<file path="src/rtl/fbhm_pkg.sv">
package fbhm_pkg;
  typedef enum logic [2:0] {
    EV_READ     = 3'd0,
    EV_UNCORR   = 3'd1,
    EV_PROG     = 3'd2,
    EV_ERASE    = 3'd3,
    EV_COPYBACK = 3'd4
  } evt_e;

  typedef enum logic [2:0] {
    RQ_NONE       = 3'd0,
    RQ_REFRESH    = 3'd1,
    RQ_RETIRE     = 3'd2,
    RQ_REMAP      = 3'd3,
    RQ_ECC_COPY   = 3'd4,
    RQ_MOVE_ERASE = 3'd5,
    RQ_REREAD     = 3'd6
  } req_e;

  // field order is the priority order, highest first
  typedef struct packed {
    logic erase_fail;
    logic uncorr_final;
    logic uncorr_retry;
    logic margin;
    logic prog_fail;
    logic disturb;
    logic copyback;
  } cond_t;
endpackage

</file>
<file path="src/rtl/fbhm_blk_stats.sv">
module fbhm_blk_stats
  import fbhm_pkg::*;
#(
  parameter int RD_W   = 21,
  parameter int BITS_W = 7,
  parameter int CB_W   = 8,
  parameter int MARGIN = 72,
  parameter int TRIES  = 3
) (
  input  logic              clk_i,
  input  logic              rst_ni,
  input  logic              hit_i,
  input  logic [2:0]        evt_type_i,
  input  logic [BITS_W-1:0] bits_i,
  input  logic              fail_i,
  input  logic [RD_W-1:0]   rd_limit_i,
  input  logic [CB_W-1:0]   cb_limit_i,
  output cond_t             cond_o
);
  localparam int RT_W = (TRIES > 1) ? $clog2(TRIES) : 1;
  localparam logic [BITS_W-1:0] MARGIN_L = BITS_W'(MARGIN);
  localparam logic [RT_W-1:0]   RT_LAST  = RT_W'(TRIES - 1);

  logic [RD_W-1:0]   rd_q, rd_d;
  logic [BITS_W-1:0] worst_q, worst_d;
  logic [CB_W-1:0]   cb_q, cb_d;
  logic [RT_W-1:0]   rt_q, rt_d;
  logic              ret_q, ret_d;
  cond_t             cond;

  always_comb begin
    cond    = '0;
    rd_d    = rd_q;
    worst_d = worst_q;
    cb_d    = cb_q;
    rt_d    = rt_q;
    ret_d   = ret_q;
    if (hit_i && !ret_q) begin
      case (evt_e'(evt_type_i))
        EV_READ, EV_UNCORR: begin
          if (rd_q != '1) rd_d = rd_q + 1'b1;
          // fires only on the crossing into limit+1
          cond.disturb = (rd_q == rd_limit_i) && (rd_q != '1);
          if (evt_type_i == EV_READ) begin
            rt_d = '0;
            if (bits_i > worst_q) worst_d = bits_i;
            cond.margin = (worst_q < MARGIN_L) && (bits_i >= MARGIN_L);
            if (cond.margin) ret_d = 1'b1;
          end else if (rt_q >= RT_LAST) begin
            cond.uncorr_final = 1'b1;
            rt_d = '0;
          end else begin
            cond.uncorr_retry = 1'b1;
            rt_d = rt_q + 1'b1;
          end
        end
        EV_PROG: cond.prog_fail = fail_i;
        EV_ERASE: begin
          if (fail_i) begin
            cond.erase_fail = 1'b1;
            ret_d = 1'b1;
          end else begin
            rd_d    = '0;
            worst_d = '0;
            rt_d    = '0;
          end
        end
        EV_COPYBACK: begin
          if (cb_q >= cb_limit_i) begin
            cond.copyback = 1'b1;
            cb_d = '0;
          end else begin
            cb_d = cb_q + 1'b1;
          end
        end
        default: ;
      endcase
    end
  end

  always_ff @(posedge clk_i or negedge rst_ni) begin
    if (!rst_ni) begin
      rd_q    <= '0;
      worst_q <= '0;
      cb_q    <= '0;
      rt_q    <= '0;
      ret_q   <= 1'b0;
    end else begin
      rd_q    <= rd_d;
      worst_q <= worst_d;
      cb_q    <= cb_d;
      rt_q    <= rt_d;
      ret_q   <= ret_d;
    end
  end

  assign cond_o = cond;
endmodule

</file>
<file path="src/rtl/fbhm_arbiter.sv">
module fbhm_arbiter
  import fbhm_pkg::*;
(
  input  cond_t      cond_i,
  output logic [2:0] code_o,
  output logic       host_err_o
);
  req_e code;

  always_comb begin
    if      (cond_i.erase_fail)   code = RQ_REMAP;
    else if (cond_i.uncorr_final) code = RQ_REFRESH;
    else if (cond_i.uncorr_retry) code = RQ_REREAD;
    else if (cond_i.margin)       code = RQ_RETIRE;
    else if (cond_i.prog_fail)    code = RQ_MOVE_ERASE;
    else if (cond_i.disturb)      code = RQ_REFRESH;
    else if (cond_i.copyback)     code = RQ_ECC_COPY;
    else                          code = RQ_NONE;
  end

  assign code_o     = code;
  assign host_err_o = cond_i.uncorr_final && !cond_i.erase_fail;
endmodule

</file>
<file path="src/rtl/fbhm_req_fifo.sv">
module fbhm_req_fifo #(
  parameter int DEPTH = 4,
  parameter int W     = 6
) (
  input  logic         clk_i,
  input  logic         rst_ni,
  input  logic         push_i,
  input  logic [W-1:0] data_i,
  output logic         full_o,
  output logic         valid_o,
  input  logic         ready_i,
  output logic [W-1:0] data_o
);
  localparam int PTR_W = (DEPTH > 1) ? $clog2(DEPTH) : 1;
  localparam int CNT_W = $clog2(DEPTH + 1);
  localparam logic [PTR_W-1:0] PTR_LAST = PTR_W'(DEPTH - 1);
  localparam logic [CNT_W-1:0] CNT_FULL = CNT_W'(DEPTH);

  logic [W-1:0]     mem [DEPTH];
  logic [PTR_W-1:0] wr_q, rd_q;
  logic [CNT_W-1:0] cnt_q;
  logic             do_push, do_pop;

  assign full_o  = (cnt_q == CNT_FULL);
  assign valid_o = (cnt_q != '0);
  assign data_o  = mem[rd_q];
  assign do_push = push_i && !full_o;
  assign do_pop  = valid_o && ready_i;

  always_ff @(posedge clk_i) begin
    if (do_push) mem[wr_q] <= data_i;
  end

  always_ff @(posedge clk_i or negedge rst_ni) begin
    if (!rst_ni) begin
      wr_q  <= '0;
      rd_q  <= '0;
      cnt_q <= '0;
    end else begin
      if (do_push) wr_q <= (wr_q == PTR_LAST) ? '0 : wr_q + 1'b1;
      if (do_pop)  rd_q <= (rd_q == PTR_LAST) ? '0 : rd_q + 1'b1;
      if (do_push && !do_pop)      cnt_q <= cnt_q + 1'b1;
      else if (do_pop && !do_push) cnt_q <= cnt_q - 1'b1;
    end
  end
endmodule

</file>
<file path="src/rtl/flash_health_mon.sv">
module flash_health_mon
  import fbhm_pkg::*;
#(
  parameter int NUM_BLOCKS = 8,
  parameter int RD_W       = 21,
  parameter int ECC_CAP    = 96,
  parameter int CB_W       = 8,
  parameter int TRIES      = 3,
  parameter int FIFO_DEPTH = 4,
  localparam int BLK_W     = (NUM_BLOCKS > 1) ? $clog2(NUM_BLOCKS) : 1,
  localparam int BITS_W    = $clog2(ECC_CAP + 1)
) (
  input  logic              clk_i,
  input  logic              rst_ni,
  input  logic              evt_valid_i,
  input  logic [2:0]        evt_type_i,
  input  logic [BLK_W-1:0]  evt_blk_i,
  input  logic [BITS_W-1:0] evt_bits_i,
  input  logic              evt_fail_i,
  input  logic [RD_W-1:0]   rd_limit_i,
  input  logic [CB_W-1:0]   cb_limit_i,
  output logic              req_valid_o,
  input  logic              req_ready_i,
  output logic [2:0]        req_code_o,
  output logic [BLK_W-1:0]  req_blk_o,
  output logic              ovf_o,
  output logic              host_err_o,
  output logic [BLK_W-1:0]  host_err_blk_o
);
  localparam int MARGIN = (ECC_CAP * 3) / 4;
  localparam int ENT_W  = 3 + BLK_W;

  cond_t            cond_arr [NUM_BLOCKS];
  cond_t            cond_any;
  logic [2:0]       code;
  logic             herr;
  logic             push, full;
  logic [ENT_W-1:0] head;
  logic             ovf_q, herr_q;
  logic [BLK_W-1:0] herr_blk_q;

  for (genvar b = 0; b < NUM_BLOCKS; b++) begin : g_blk
    fbhm_blk_stats #(
      .RD_W(RD_W), .BITS_W(BITS_W), .CB_W(CB_W), .MARGIN(MARGIN), .TRIES(TRIES)
    ) i_stats (
      .clk_i      (clk_i),
      .rst_ni     (rst_ni),
      .hit_i      (evt_valid_i && (evt_blk_i == BLK_W'(b))),
      .evt_type_i (evt_type_i),
      .bits_i     (evt_bits_i),
      .fail_i     (evt_fail_i),
      .rd_limit_i (rd_limit_i),
      .cb_limit_i (cb_limit_i),
      .cond_o     (cond_arr[b])
    );
  end

  always_comb begin
    cond_any = '0;
    for (int b = 0; b < NUM_BLOCKS; b++) cond_any = cond_t'(cond_any | cond_arr[b]);
  end

  fbhm_arbiter i_arb (
    .cond_i     (cond_any),
    .code_o     (code),
    .host_err_o (herr)
  );

  assign push = (code != RQ_NONE);

  fbhm_req_fifo #(.DEPTH(FIFO_DEPTH), .W(ENT_W)) i_fifo (
    .clk_i   (clk_i),
    .rst_ni  (rst_ni),
    .push_i  (push),
    .data_i  ({code, evt_blk_i}),
    .full_o  (full),
    .valid_o (req_valid_o),
    .ready_i (req_ready_i),
    .data_o  (head)
  );

  always_ff @(posedge clk_i or negedge rst_ni) begin
    if (!rst_ni) begin
      ovf_q      <= 1'b0;
      herr_q     <= 1'b0;
      herr_blk_q <= '0;
    end else begin
      if (push && full) ovf_q <= 1'b1;
      herr_q <= herr;
      if (herr) herr_blk_q <= evt_blk_i;
    end
  end

  assign req_code_o     = head[ENT_W-1:BLK_W];
  assign req_blk_o      = head[BLK_W-1:0];
  assign ovf_o          = ovf_q;
  assign host_err_o     = herr_q;
  assign host_err_blk_o = herr_blk_q;
endmodule

</file>
<file path="config.mk">
export PLATFORM = sky130hd
export DESIGN_NAME = flash_health_mon
export DESIGN_NICKNAME = d
export VERILOG_FILES = /design/src/rtl/fbhm_pkg.sv /design/src/rtl/fbhm_blk_stats.sv /design/src/rtl/fbhm_arbiter.sv /design/src/rtl/fbhm_req_fifo.sv /design/src/rtl/flash_health_mon.sv
export SDC_FILE = /design/constraint.sdc
export NUM_CORES = 1
export LEC_CHECK = 0
export BUFFER_PORTS_ARGS = -buffer_cell sky130_fd_sc_hd__buf_2
export CAP_MARGIN = 0
export CORE_ASPECT_RATIO = 0.5
export CORE_MARGIN = 3
export CORE_UTILIZATION = 55
export CTS_CLUSTER_DIAMETER = 50
export DETAILED_ROUTE_END_ITERATION = 16
export PLACE_DENSITY = 0.77
export SYNTH_ARGS = -nofsm -noshare
export SYNTH_HDL_FRONTEND = slang
export SYNTH_SLANG_ARGS = --single-unit
</file>
<file path="constraint.sdc">
create_clock -name clk_i -period 6.06 [get_ports clk_i]
set_input_delay 0.303 -clock clk_i [delete_from_list [all_inputs] [get_ports clk_i]]
set_output_delay 0.303 -clock clk_i [all_outputs]
set_load 0.02 [all_outputs]
</file>
# --- Word-level counts from Yosys, hierarchy flattened ---
# Memories as Yosys holds them, arrays and structs flattened.
# Cells that the tools add are included.
totals:
  input_bits: 47
  mem_count: 1
  output_inout_bits: 12
  word_cells: 457
  latch_bits: 0
  mem_bits_ro: 0
  mem_bits_rw: 24
  register_bits: 324
op_classes:
  n_eq_ne: 57
  n_div: 0
  mux: 188
  n_addsub: 28
  shift: 0
  reduce_logical: 97
  order_cmp: 33
  multipliers: 0
  bitwise: 7
mem_list:
  columns: ["memory", "words", "word_bits", "rd", "rd_clocked_by_memory_dff", "write_ports", "line", "text"]
  rows:
  - ["i_fifo.mem", 4, 6, 1, 0, 1, "fbhm_req_fifo.sv:19", "logic [W-1:0] mem [DEPTH];"]
ops:
  columns: ["operator", "n"]
  rows:
  - ["$pmux W21 S2", 8]
  - ["$mux W21", 9]
  - ["$mux W7", 25]
  - ["$add A21 B1 Y21 const B", 8]
  - ["$eq A21 B21 Y1", 8]
  - ["$ne A21 B21 Y1 const B", 8]
  - ["$pmux W7 S2", 8]
  - ["$reduce_and A5 Y1", 16]
  - ["$mux W1", 70]
  - ["$add A8 B1 Y8 const B", 8]
  - ["$ge A8 B8 Y1", 8]
  - ["$mux W8", 8]
  - ["$gt A7 B7 Y1", 8]
  - ["$lt A7 B7 Y1 const B", 8]
  - ["$mux W2", 27]
  - ["$mux W3", 17]
  - ["$ne A2 B1 Y1 const B", 25]
  - ["$or A7 B7 Y7", 7]
  - ["$logic_and A1 B1 Y1", 38]
  - ["$pmux W2 S2", 8]
  - ["$reduce_and A4 Y1", 8]
  - ["$reduce_and A3 Y1", 8]
  - ["$add A2 B1 Y2 const B", 10]
  - ["$eq A3 B3 Y1 const B", 6]
  - ["other kinds (15)", 56]

# --- Depth between registers and ports, before layout ---
# Gate-level depths: netlist of the first run.
logic_depth:
  ltp_word: 25
  depth_mapped: 16
  ltp_nobuf: 15

# --- Cells and area by module ---
# Synthesis of the first run repeated with hierarchy kept, for this count alone.
hier_totals:
  hier_cells: 2571
  hier_area_um2: 23087.1
by_module_without_submodules:
  columns: ["mod", "n_inst", "area_each_um2", "cells_per_inst", "seq_area_each_um2"]
  rows:
  - ["fbhm_blk_stats at g_blk[0].i_stats ...", 7, 2672.6, 306, 975.9]
  - ["fbhm_blk_stats at g_blk[7].i_stats", 1, 2638.8, 307, 975.9]
  - ["fbhm_req_fifo", 1, 1333.8, 69, 895.9]
  - ["flash_health_mon", 1, 350.3, 44, 125.1]
  - ["fbhm_arbiter", 1, 56.3, 9, 0.0]

# --- Least setup slack after synthesis of the first run ---
# OpenSTA, ideal clock, no wires.
synth_path:
  path_type: "input to register"
  start: "input cb_limit_i[4]"
  end: "register i_fifo.cnt_q[1]"
  n_path_buf: 0
  required_ns: 5.935
  path_stages: 13
  arrival_ns: 3.147
  setup_slack_ns: 2.788
  setup_time_ns: 0.125
  path_cell_list: "inv_1 -> ha_1 -> a21o_1 -> a2111o_1 -> a21oi_1 -> o22ai_1 -> a2111o_1 -> nor3_4 -> a22oi_4 -> ha_1 -> inv_1 -> fa_1 -> mux2_2"
synth_via:
  elab_chain_len: 23
  word_cells_on_any_way: 53
  classes_between: "order compare: 8; mux: 32; bitwise: 7; reduce/logical: 6"
synth_lines:
  columns: ["element", "line", "text"]
  rows:
  - ["start: declaration", "flash_health_mon.sv:21", "input logic [CB_W-1:0] cb_limit_i,"]
  - ["$ge A8 B8 Y1", "fbhm_blk_stats.sv:69", "if (cb_q >= cb_limit_i) begin"]
  - ["$mux W1", "fbhm_blk_stats.sv:69", null]
  - ["$mux W1", "fbhm_blk_stats.sv:39", "case (evt_e'(evt_type_i))"]
  - ["$mux W7", "fbhm_blk_stats.sv:38", "if (hit_i && !ret_q) begin"]
  - ["$or A7 B7 Y7 (6 in a row)", "flash_health_mon.sv:60", "for (int b = 0; b < NUM_BLOCKS; b++) cond_any = cond_t'(cond_any | cond_arr[b]);"]
  - ["$or A7 B7 Y7 (*)", "flash_health_mon.sv:60", null]
  - ["$mux W3 (*)", "fbhm_arbiter.sv:17", "else if (cond_i.copyback) code = RQ_ECC_COPY;"]
  - ["$mux W3 (*)", "fbhm_arbiter.sv:16", "else if (cond_i.disturb) code = RQ_REFRESH;"]
  - ["[... 3 more ...]", null, null]
  - ["$mux W3 (*)", "fbhm_arbiter.sv:12", "else if (cond_i.uncorr_final) code = RQ_REFRESH;"]
  - ["$mux W3 (*)", "fbhm_arbiter.sv:11", "if (cond_i.erase_fail) code = RQ_REMAP;"]
  - ["$reduce_bool A3 Y1 (*)", "flash_health_mon.sv:69", "assign push = (code != RQ_NONE);"]
  - ["$logic_and A1 B1 Y1 (*)", "fbhm_req_fifo.sv:27", "assign do_push = push_i && !full_o;"]
  - ["net i_fifo.do_push", "fbhm_req_fifo.sv:22", "logic do_push, do_pop;"]
  - ["$logic_not A1 Y1", "fbhm_req_fifo.sv:43", "else if (do_pop && !do_push) cnt_q <= cnt_q - 1'b1;"]
  - ["$logic_and A1 B1 Y1", "fbhm_req_fifo.sv:43", null]
  - ["$reduce_bool A2 Y1 (no line)", null, null]
  - ["end signal: assignment", "fbhm_req_fifo.sv:42", "if (do_push && !do_pop) cnt_q <= cnt_q + 1'b1;"]
  - ["end signal: assignment", "fbhm_req_fifo.sv:43", null]
  - ["end: declaration", "fbhm_req_fifo.sv:21", "logic [CNT_W-1:0] cnt_q;"]
# The timed path passes the listed nets; every way through them passes the cells marked *.
# A chain may end at the register's enable or synchronous reset.

# --- Worst setup path after layout of the first run ---
layout_path:
  start: "register g_blk[4].i_stats.cb_q[0]"
  end: "register i_fifo.cnt_q[1]"
layout_via:
  elab_chain_len: 20
  word_cells_on_any_way: 22
  classes_between: "order compare: 1; mux: 11; bitwise: 4; reduce/logical: 6"
layout_lines:
  columns: ["element", "line", "text"]
  rows:
  - ["start: declaration", "fbhm_blk_stats.sv:26", "logic [CB_W-1:0] cb_q, cb_d;"]
  - ["start signal: assignment", "fbhm_blk_stats.sv:85", "cb_q <= '0;"]
  - ["start signal: assignment", "fbhm_blk_stats.sv:91", "cb_q <= cb_d;"]
  - ["$ge A8 B8 Y1 (*)", "fbhm_blk_stats.sv:69", null]
  - ["$mux W1 (*)", "fbhm_blk_stats.sv:69", null]
  - ["$mux W1 (*)", "fbhm_blk_stats.sv:39", null]
  - ["$mux W7 (*)", "fbhm_blk_stats.sv:38", null]
  - ["$or A7 B7 Y7 (*) (4 in a row)", "flash_health_mon.sv:60", null]
  - ["$mux W3 (*)", "fbhm_arbiter.sv:17", null]
  - ["$mux W3 (*)", "fbhm_arbiter.sv:16", null]
  - ["$mux W3 (*)", "fbhm_arbiter.sv:15", "else if (cond_i.prog_fail) code = RQ_MOVE_ERASE;"]
  - ["[... 2 more ...]", null, null]
  - ["$mux W3 (*)", "fbhm_arbiter.sv:12", null]
  - ["$mux W3 (*)", "fbhm_arbiter.sv:11", null]
  - ["$reduce_bool A3 Y1 (*)", "flash_health_mon.sv:69", null]
  - ["$logic_and A1 B1 Y1 (*)", "fbhm_req_fifo.sv:27", null]
  - ["net i_fifo.do_push", "fbhm_req_fifo.sv:22", null]
  - ["$logic_not A1 Y1", "fbhm_req_fifo.sv:43", null]
  - ["$logic_and A1 B1 Y1", "fbhm_req_fifo.sv:43", null]
  - ["$reduce_bool A2 Y1 (no line)", null, null]
# Marks and branches as above.

==> flow_metrics.env, run 1 <==
export IMPL_grt_usage_pct=26.8
export IMPL_drt_iter0_markers=1463
export IMPL_worstReg2RegEnd="i_fifo.cnt_q[1]"
export IMPL_cts_buffers=34
export IMPL_first_global_vias=17100
export IMPL_synth_cell_types=89
export IMPL_clock_fmax_ghz=0.272
export IMPL_r2r_start="g_blk[4].i_stats.cb_q[0]"
export IMPL_avgSynthCellArea_um2=9.50
export IMPL_cts_setup_buffers=0
export IMPL_clk_pin_slew_ns=0.06
export IMPL_antenna_found_initial=2
export IMPL_antenna_cells=0
export IMPL_drive_gt1_share_pct=10.2
export IMPL_synthAdderAreaFrac_pct=8.23
export IMPL_core_rowCount=50
export IMPL_synth_top_family_by_area="simple AND/OR/NAND/NOR gates"
export IMPL_vias=17800
export IMPL_cp_startpoint="g_blk[4].i_stats.cb_q[0]"
export IMPL_period_minus_slack_ns=3.67
export IMPL_fin_nets=2508
export IMPL_dp_cells=2801
export IMPL_yosysTopAreaCell="dfrtp_1"
export IMPL_p_leak_nw=10.2
export IMPL_htree_levels=2
export IMPL_worst_pin_slew_ns=1.07
export IMPL_grt_pass1_wl_um=91400
export IMPL_hold_violations=0
export IMPL_clock_path_buffers=3
export IMPL_grt_ovfl_total=0
export IMPL_worstSetupStartpointType="flip-flop"
export IMPL_portBuffers=58
export IMPL_ys_seq_elements=348
export IMPL_fin_ws_ns=2.39
export IMPL_dr_pass1_iters=6
export IMPL_drt_wl_total_um=56600
export IMPL_period_share_pct=60.6
export IMPL_vdd_drop_max_mv=0.174
export IMPL_async_flop_share_pct=93.1
export IMPL_cellPowerDensity_nw_per_um2=256
export IMPL_clock_root_buffer="clkbuf_16"
export IMPL_synthMuxAreaShare_pct=4.13
export IMPL_synth_area_um2=21800
export IMPL_required_ns=6.48
export IMPL_fin_skew_ns=0.0139
export IMPL_drc=0
export IMPL_finalMaxSlewViolations=0
export IMPL_setup_viol=0
export IMPL_worstSkewPairLatency_ns=0.54
export IMPL_yosys_warnings=0
export IMPL_synth_simple_area_share_pct=20.4
export IMPL_numClockSinks=348
export IMPL_cts_tree="yes"
export IMPL_synth_ff_type="dfrtp_1"
export IMPL_reg2reg_depth=13
export IMPL_die_area_um2=42300
export IMPL_fin_cells=2864
export IMPL_synth_compound_area_share_pct=12.3
export IMPL_min_path_type="input port to flip-flop"
export IMPL_dp_hpwl_um=39000
export IMPL_reg2reg_setup_slack_ns=2.39
export IMPL_tns_ns=0
export IMPL_dpl_instance_area_um2=22500
export IMPL_synth_xor_area_share_pct=11.3
export IMPL_pre_cts_ws_ns=2.13
export IMPL_status="finished, final reports clean"
export IMPL_synth_edf_count=24
export IMPL_yosysSeqAreaShare_pct=40.4
export IMPL_drtAntennaViolNets=0
export IMPL_wl_per_cell_um=19.8
export IMPL_vias_per_cell=6.21
export IMPL_rsz0062_at_grt="no"
export IMPL_cp_arrival_ns=4.10
export IMPL_die_x_um=288
export IMPL_path_class="flip-flop to flip-flop"
export IMPL_cts_resized=0
export IMPL_slew_headroom_pct=28.6
export IMPL_worst_path_max_fanout=9
export IMPL_core_region_area_um2=38200
export IMPL_yosysTopAreaCellShare_pct=37.1
export IMPL_io_pin_count=59
export IMPL_postLayoutCellArea_um2=23600
export IMPL_syn_to_final_growth_pct=8.01
export IMPL_whs_ns=0.154
export IMPL_synth_cells=2297
export IMPL_worstSetupEndpoint="i_fifo.cnt_q[1]"
export IMPL_initial_core_util_pct=57.1
export IMPL_synth_nets=2487
export IMPL_critPathCaptureType="flip-flop"
export IMPL_gp_congestion=0.928
export IMPL_die_height_um=147
export IMPL_max_cap_violations=0
export IMPL_netlist_top_cells_area="dfrtp_1 37%, ha_1 8.1%, xor2_1 5.8%, xnor2_1 5.5%, o21ai_0 3.8%"
export IMPL_grt_start_max_net_pins=123
[cells by family after synthesis]
kind of cell	count (synthesis)
buf+inv	169
simple gates	864
fa+ha+maj	143
compound gates	418
mux	74
flops	348
xor+xnor	281
[cells in the final DEF, fill, tap and decap left out, drive strengths merged, types with 11 or more instances in the layout]
cell type / n
clkinv: 13
edfxtp: 24
a31oi: 17
and2: 21
nand2: 197
nand3: 99
nand4: 95
and3: 46
and4: 27
nand2b: 29
clkbuf: 44
inv: 86
xor2: 145
mux2: 62
o21a: 28
nor2b: 18
nor2: 208
o21ai: 174
o211ai: 11
or2: 12
nor4: 28
a21oi: 72
buf: 69
dfrtp: 324
ha: 142
nor3: 38
xnor2: 136
o31ai: 31
or3: 25
[cell type report]
type,count,area (um2)
Tap cell,520,651
Fill cell,3162,14600
Clock buffer,44,938
Multi-Input combinational cell,1780,12300
Sequential cell,348,8830
Timing Repair Buffer,70,393
Inverter,84,315
Clock inverter,18,160
[layer usage]
metal	vias up	part of all wire [%]	global-route usage, %
met2	695	45	42.2
met4	4	3.7	9.86
li1	8264	-	-
met5	-	0.037	0
met3	154	7.7	5.18
met1	8669	44	36.9
[critical path: stages, from the launching register on]
cell and delay (ns):
dfrtp_1 0.46, inv_1 0.10, ha_1 0.27, nand2b_1 0.13
a211oi_1 0.23, o211ai_1 0.12, a21o_1 0.29, a2111o_1 0.53
nor3_4 0.32, a22oi_4 0.14, ha_1 0.23, inv_1 0.07
fa_1 0.40, mux2_2 0.27
[cell usage after synthesis (15+ instances only)]
library cell    n
or3_1          24
mux2_2         60
xnor2_1       136
clkbuf_1       41
nor4_1         28
nand2_1       197
dfrtp_1       324
and3_1         46
ha_1          142
nor2b_1        17
nand2b_1       28
o21a_1         28
o31ai_1        30
and2_1         21
and4_1         27
nor2_1        205
nor3_1         34
a31oi_1        15
o21ai_0       166
inv_1          84
buf_2          28
edfxtp_1       24
nand3_1        97
nand4_1        94
xor2_1        145
a21oi_1        72
[worst min path at each step]
stage	from	end	slack (ns)	cells past startpoint
after detailed placement	rst_ni	g_blk[5].i_stats.rd_q[12]	0.45	1
after global routing	evt_blk_i[1]	i_fifo.mem[3][1]	0.15	1
after CTS	req_ready_i	i_fifo.rd_q[0]	0.13	3
final	req_ready_i	i_fifo.rd_q[0]	0.15	3
after global placement	rst_ni	g_blk[5].i_stats.rd_q[12]	0.45	1
after floorplan	rst_ni	g_blk[0].i_stats.cb_q[0]	0.007	0
[power breakdown]
group / switching [mW] / total [mW] / internal (mW)
combinational: 0.603 / 1.10 / 0.497
clock: 0.948 / 2.14 / 1.19
sequential: 0.246 / 2.81 / 2.56
[stage by stage]
step / util, % / total power, mW
3_3_place_gp: 58.8 / 3.87
3_5_place_dp: 58.8 / 3.93
5_1_grt: 61.7 / 6.34
4_1_cts: 61.7 / 6.07
6_report: 61.7 / 6.05
2_1_floorplan: - / 3.58
[sequential cells by signal (all words and copies together), names as in the netlist]
name and flops:
g_blk.i_stats.cb_q 64, g_blk.i_stats.rd_q 168, g_blk.i_stats.ret_q 8, g_blk.i_stats.rt_q 16, g_blk.i_stats.worst_q 56, host_err_blk_o 3
host_err_o 1, i_fifo.cnt_q 3, i_fifo.mem 24, i_fifo.rd_q 2, i_fifo.wr_q 2, ovf_o 1
[repair_timing]
action / CTS / global route
hold endpoints to repair: 118 / 0
endpoints found under the setup margin: 0 / 0
hold buffers: 1 / 0
Power figures use the tool's default switching activity.
==> inputs of run 2 (changes only) <==
PLACE_DENSITY = 0.79   (was 0.77)
clock period = 3.2 ns   (was 6.06 ns; I/O delays follow)
==> flow_metrics.env, run 2 (synthesis results as in run 1) <==
export IMPL_critical_path_top_delay_family="compound AO/OA/AOI/OAI gates"
export IMPL_cts_buffers=35
export IMPL_clock_path_buffers=3
export IMPL_fin_nets=2689
export IMPL_critPathSlowestCell="a2111o_1"
export IMPL_worstSetupStartpointType="flip-flop"
export IMPL_worst_path_max_fanout=2
export IMPL_worstHoldStart="evt_blk_i[0]"
export IMPL_die_area_um2=42300
export IMPL_initial_core_util_pct=57.1
export IMPL_regMostFlops="g_blk.i_stats.rd_q"
export IMPL_hold_path_end="i_fifo.mem[1][0]"
export IMPL_numClockSinks=348
export IMPL_r2r_start="g_blk[1].i_stats.cb_q[4]"
export IMPL_worstReg2RegEnd="i_fifo.cnt_q[1]"
export IMPL_critical_path_buf_inv_count=1
export IMPL_cp_arrival_ns=3.72
export IMPL_path_cells="ha_4 > a21o_1 > a2111o_1 > a21oi_2 > o22ai_2 > a2111o_1 > nor3_4 > a22oi_4 > ha_4 > inv_2 > fa_2 > mux2_2"
export IMPL_worst_pin_slew_ns=0.934
export IMPL_cellPowerDensity_nw_per_um2=471
export IMPL_gp_congestion=0.968
export IMPL_whs_ns=0.0540
export IMPL_wl_per_cell_um=19.7
export IMPL_rsz0062_at_grt="yes"
export IMPL_drtAntennaViolNets=0
export IMPL_core_rowCount=50
export IMPL_vias=18700
export IMPL_fin_total_pwr_mw=11.9
export IMPL_syn_to_final_growth_pct=15.4
export IMPL_slew_headroom_pct=37.5
export IMPL_max_stage_delay_ns=0.42
export IMPL_die_height_um=147
export IMPL_reg_largest_list="g_blk.i_stats.rd_q (168), g_blk.i_stats.cb_q (64), g_blk.i_stats.worst_q (56)"
export IMPL_final_cell_mix="319 x dfrtp_1, 205 x nor2_1, 197 x nand2_1"
export IMPL_finalMaxSlewViolations=0
export IMPL_p_leak_nw=11.2
export IMPL_layout_commonest_cell="dfrtp_1"
export IMPL_clock_fmax_ghz=0.303
export IMPL_reg2reg_depth=12
export IMPL_reg2reg_setup_slack_ns=-0.10
export IMPL_dp_hpwl_um=42600
export IMPL_worstSkewPairLatency_ns=0.55
export IMPL_cts_tree="yes"
export IMPL_violations="negative setup slack"
export IMPL_htree_levels=2
export IMPL_vdd_drop_max_mv=0.452
export IMPL_max_cap_violations=0
export IMPL_grt_ovfl_total=0
export IMPL_critPathCaptureType="flip-flop"
export IMPL_drive_gt1_share_pct=17.6
export IMPL_period_share_pct=103
export IMPL_fin_cells=3041
export IMPL_fin_skew_ns=0.0173
export IMPL_drt_wl_total_um=60000
export IMPL_clk_pin_slew_ns=0.07
export IMPL_fillCellCount=2884
export IMPL_hold_violations=0
export IMPL_antenna_found_initial=4
export IMPL_largest_reg_flops=168
export IMPL_required_ns=3.62
export IMPL_worstHoldPathCells=2
export IMPL_drc=0
export IMPL_grt_pass1_wl_um=97400
export IMPL_fin_ws_ns=-0.101
export IMPL_core_region_area_um2=38200
export IMPL_period_minus_slack_ns=3.30
export IMPL_dr_pass1_iters=8
export IMPL_grt_usage_pct=28.5
export IMPL_antenna_cells=0
export IMPL_io_pin_count=59
export IMPL_path_class="flip-flop to flip-flop"
export IMPL_status="finished with violations"
export IMPL_clock_root_buffer="clkbuf_16"
export IMPL_min_path_type="input port to flip-flop"
export IMPL_portBuffers=58
export IMPL_dp_cells=2978
export IMPL_die_x_um=288
export IMPL_grt_start_max_net_pins=101
export IMPL_first_global_vias=18600
export IMPL_vias_per_cell=6.15
export IMPL_setup_viol=1
export IMPL_tns_ns=-0.101
export IMPL_drt_iter0_markers=1492
run 2: routing by layer:
metal | global-route usage [%] | wire length, um
met5 | 0 | 50
met4 | 11.3 | 2490
met3 | 5.77 | 4840
met2 | 46.5 | 28100
met1 | 37.4 | 24500
run 2: final cells by class:
cell class	count	area, um2	share of cell area, %
clock buffer	46	987	3.92
clock inverter	13	146	0.581
inverter	84	315	1.25
multi-input combinational	1780	12500	49.4
sequential	348	8830	35.1
tap	520	651	2.58
timing repair buffer	250	1810	7.17
run 2: worst register-to-register path: stages (launching register included):
cell and delay [ns]:
dfrtp_1 0.41, ha_4 0.23, a21o_1 0.17, a2111o_1 0.40
a21oi_2 0.17, o22ai_2 0.09, a2111o_1 0.42, nor3_4 0.25
a22oi_4 0.10, ha_4 0.18, inv_2 0.05, fa_2 0.42
mux2_2 0.28
run 2: repair_timing:
item                                   4_1_cts  5_1_grt
setup endpoints to repair                    2       14
endpoints found under the hold margin       92        0
gates resized for setup                      9       23
setup buffers                                0        4
pin swaps                                    9       15
hold buffers                                 1        0
run 2: metrics by stage:
stage	util (%)	cell area, um2	setup slack [ns]
2_1_floorplan	-	21800	0.0444
3_3_place_gp	62.4	23900	-0.0831
3_5_place_dp	62.4	23900	-0.193
4_1_cts	65.6	25100	-0.110
5_1_grt	65.9	25200	-0.197
6_report	65.9	25200	-0.101
run 2: how the worst max path moves through the flow:
stage,from,endpoint,cells past startpoint
global placement,g_blk[1].i_stats.cb_q[4],i_fifo.cnt_q[1],12
global route,g_blk[3].i_stats.cb_q[6],i_fifo.cnt_q[1],12
finish,g_blk[1].i_stats.cb_q[4],i_fifo.cnt_q[1],12
detailed placement,g_blk[1].i_stats.cb_q[4],i_fifo.cnt_q[1],12
CTS,g_blk[1].i_stats.cb_q[4],i_fifo.cnt_q[1],12
floorplan,g_blk[1].i_stats.cb_q[4],i_fifo.cnt_q[1],12
run 2: power breakdown:
| part | switching, mW | internal [mW] |
|---|---|---|
| Clock | 1.85 | 2.35 |
| Combinational | 1.28 | 1.12 |
| Sequential | 0.410 | 4.85 |
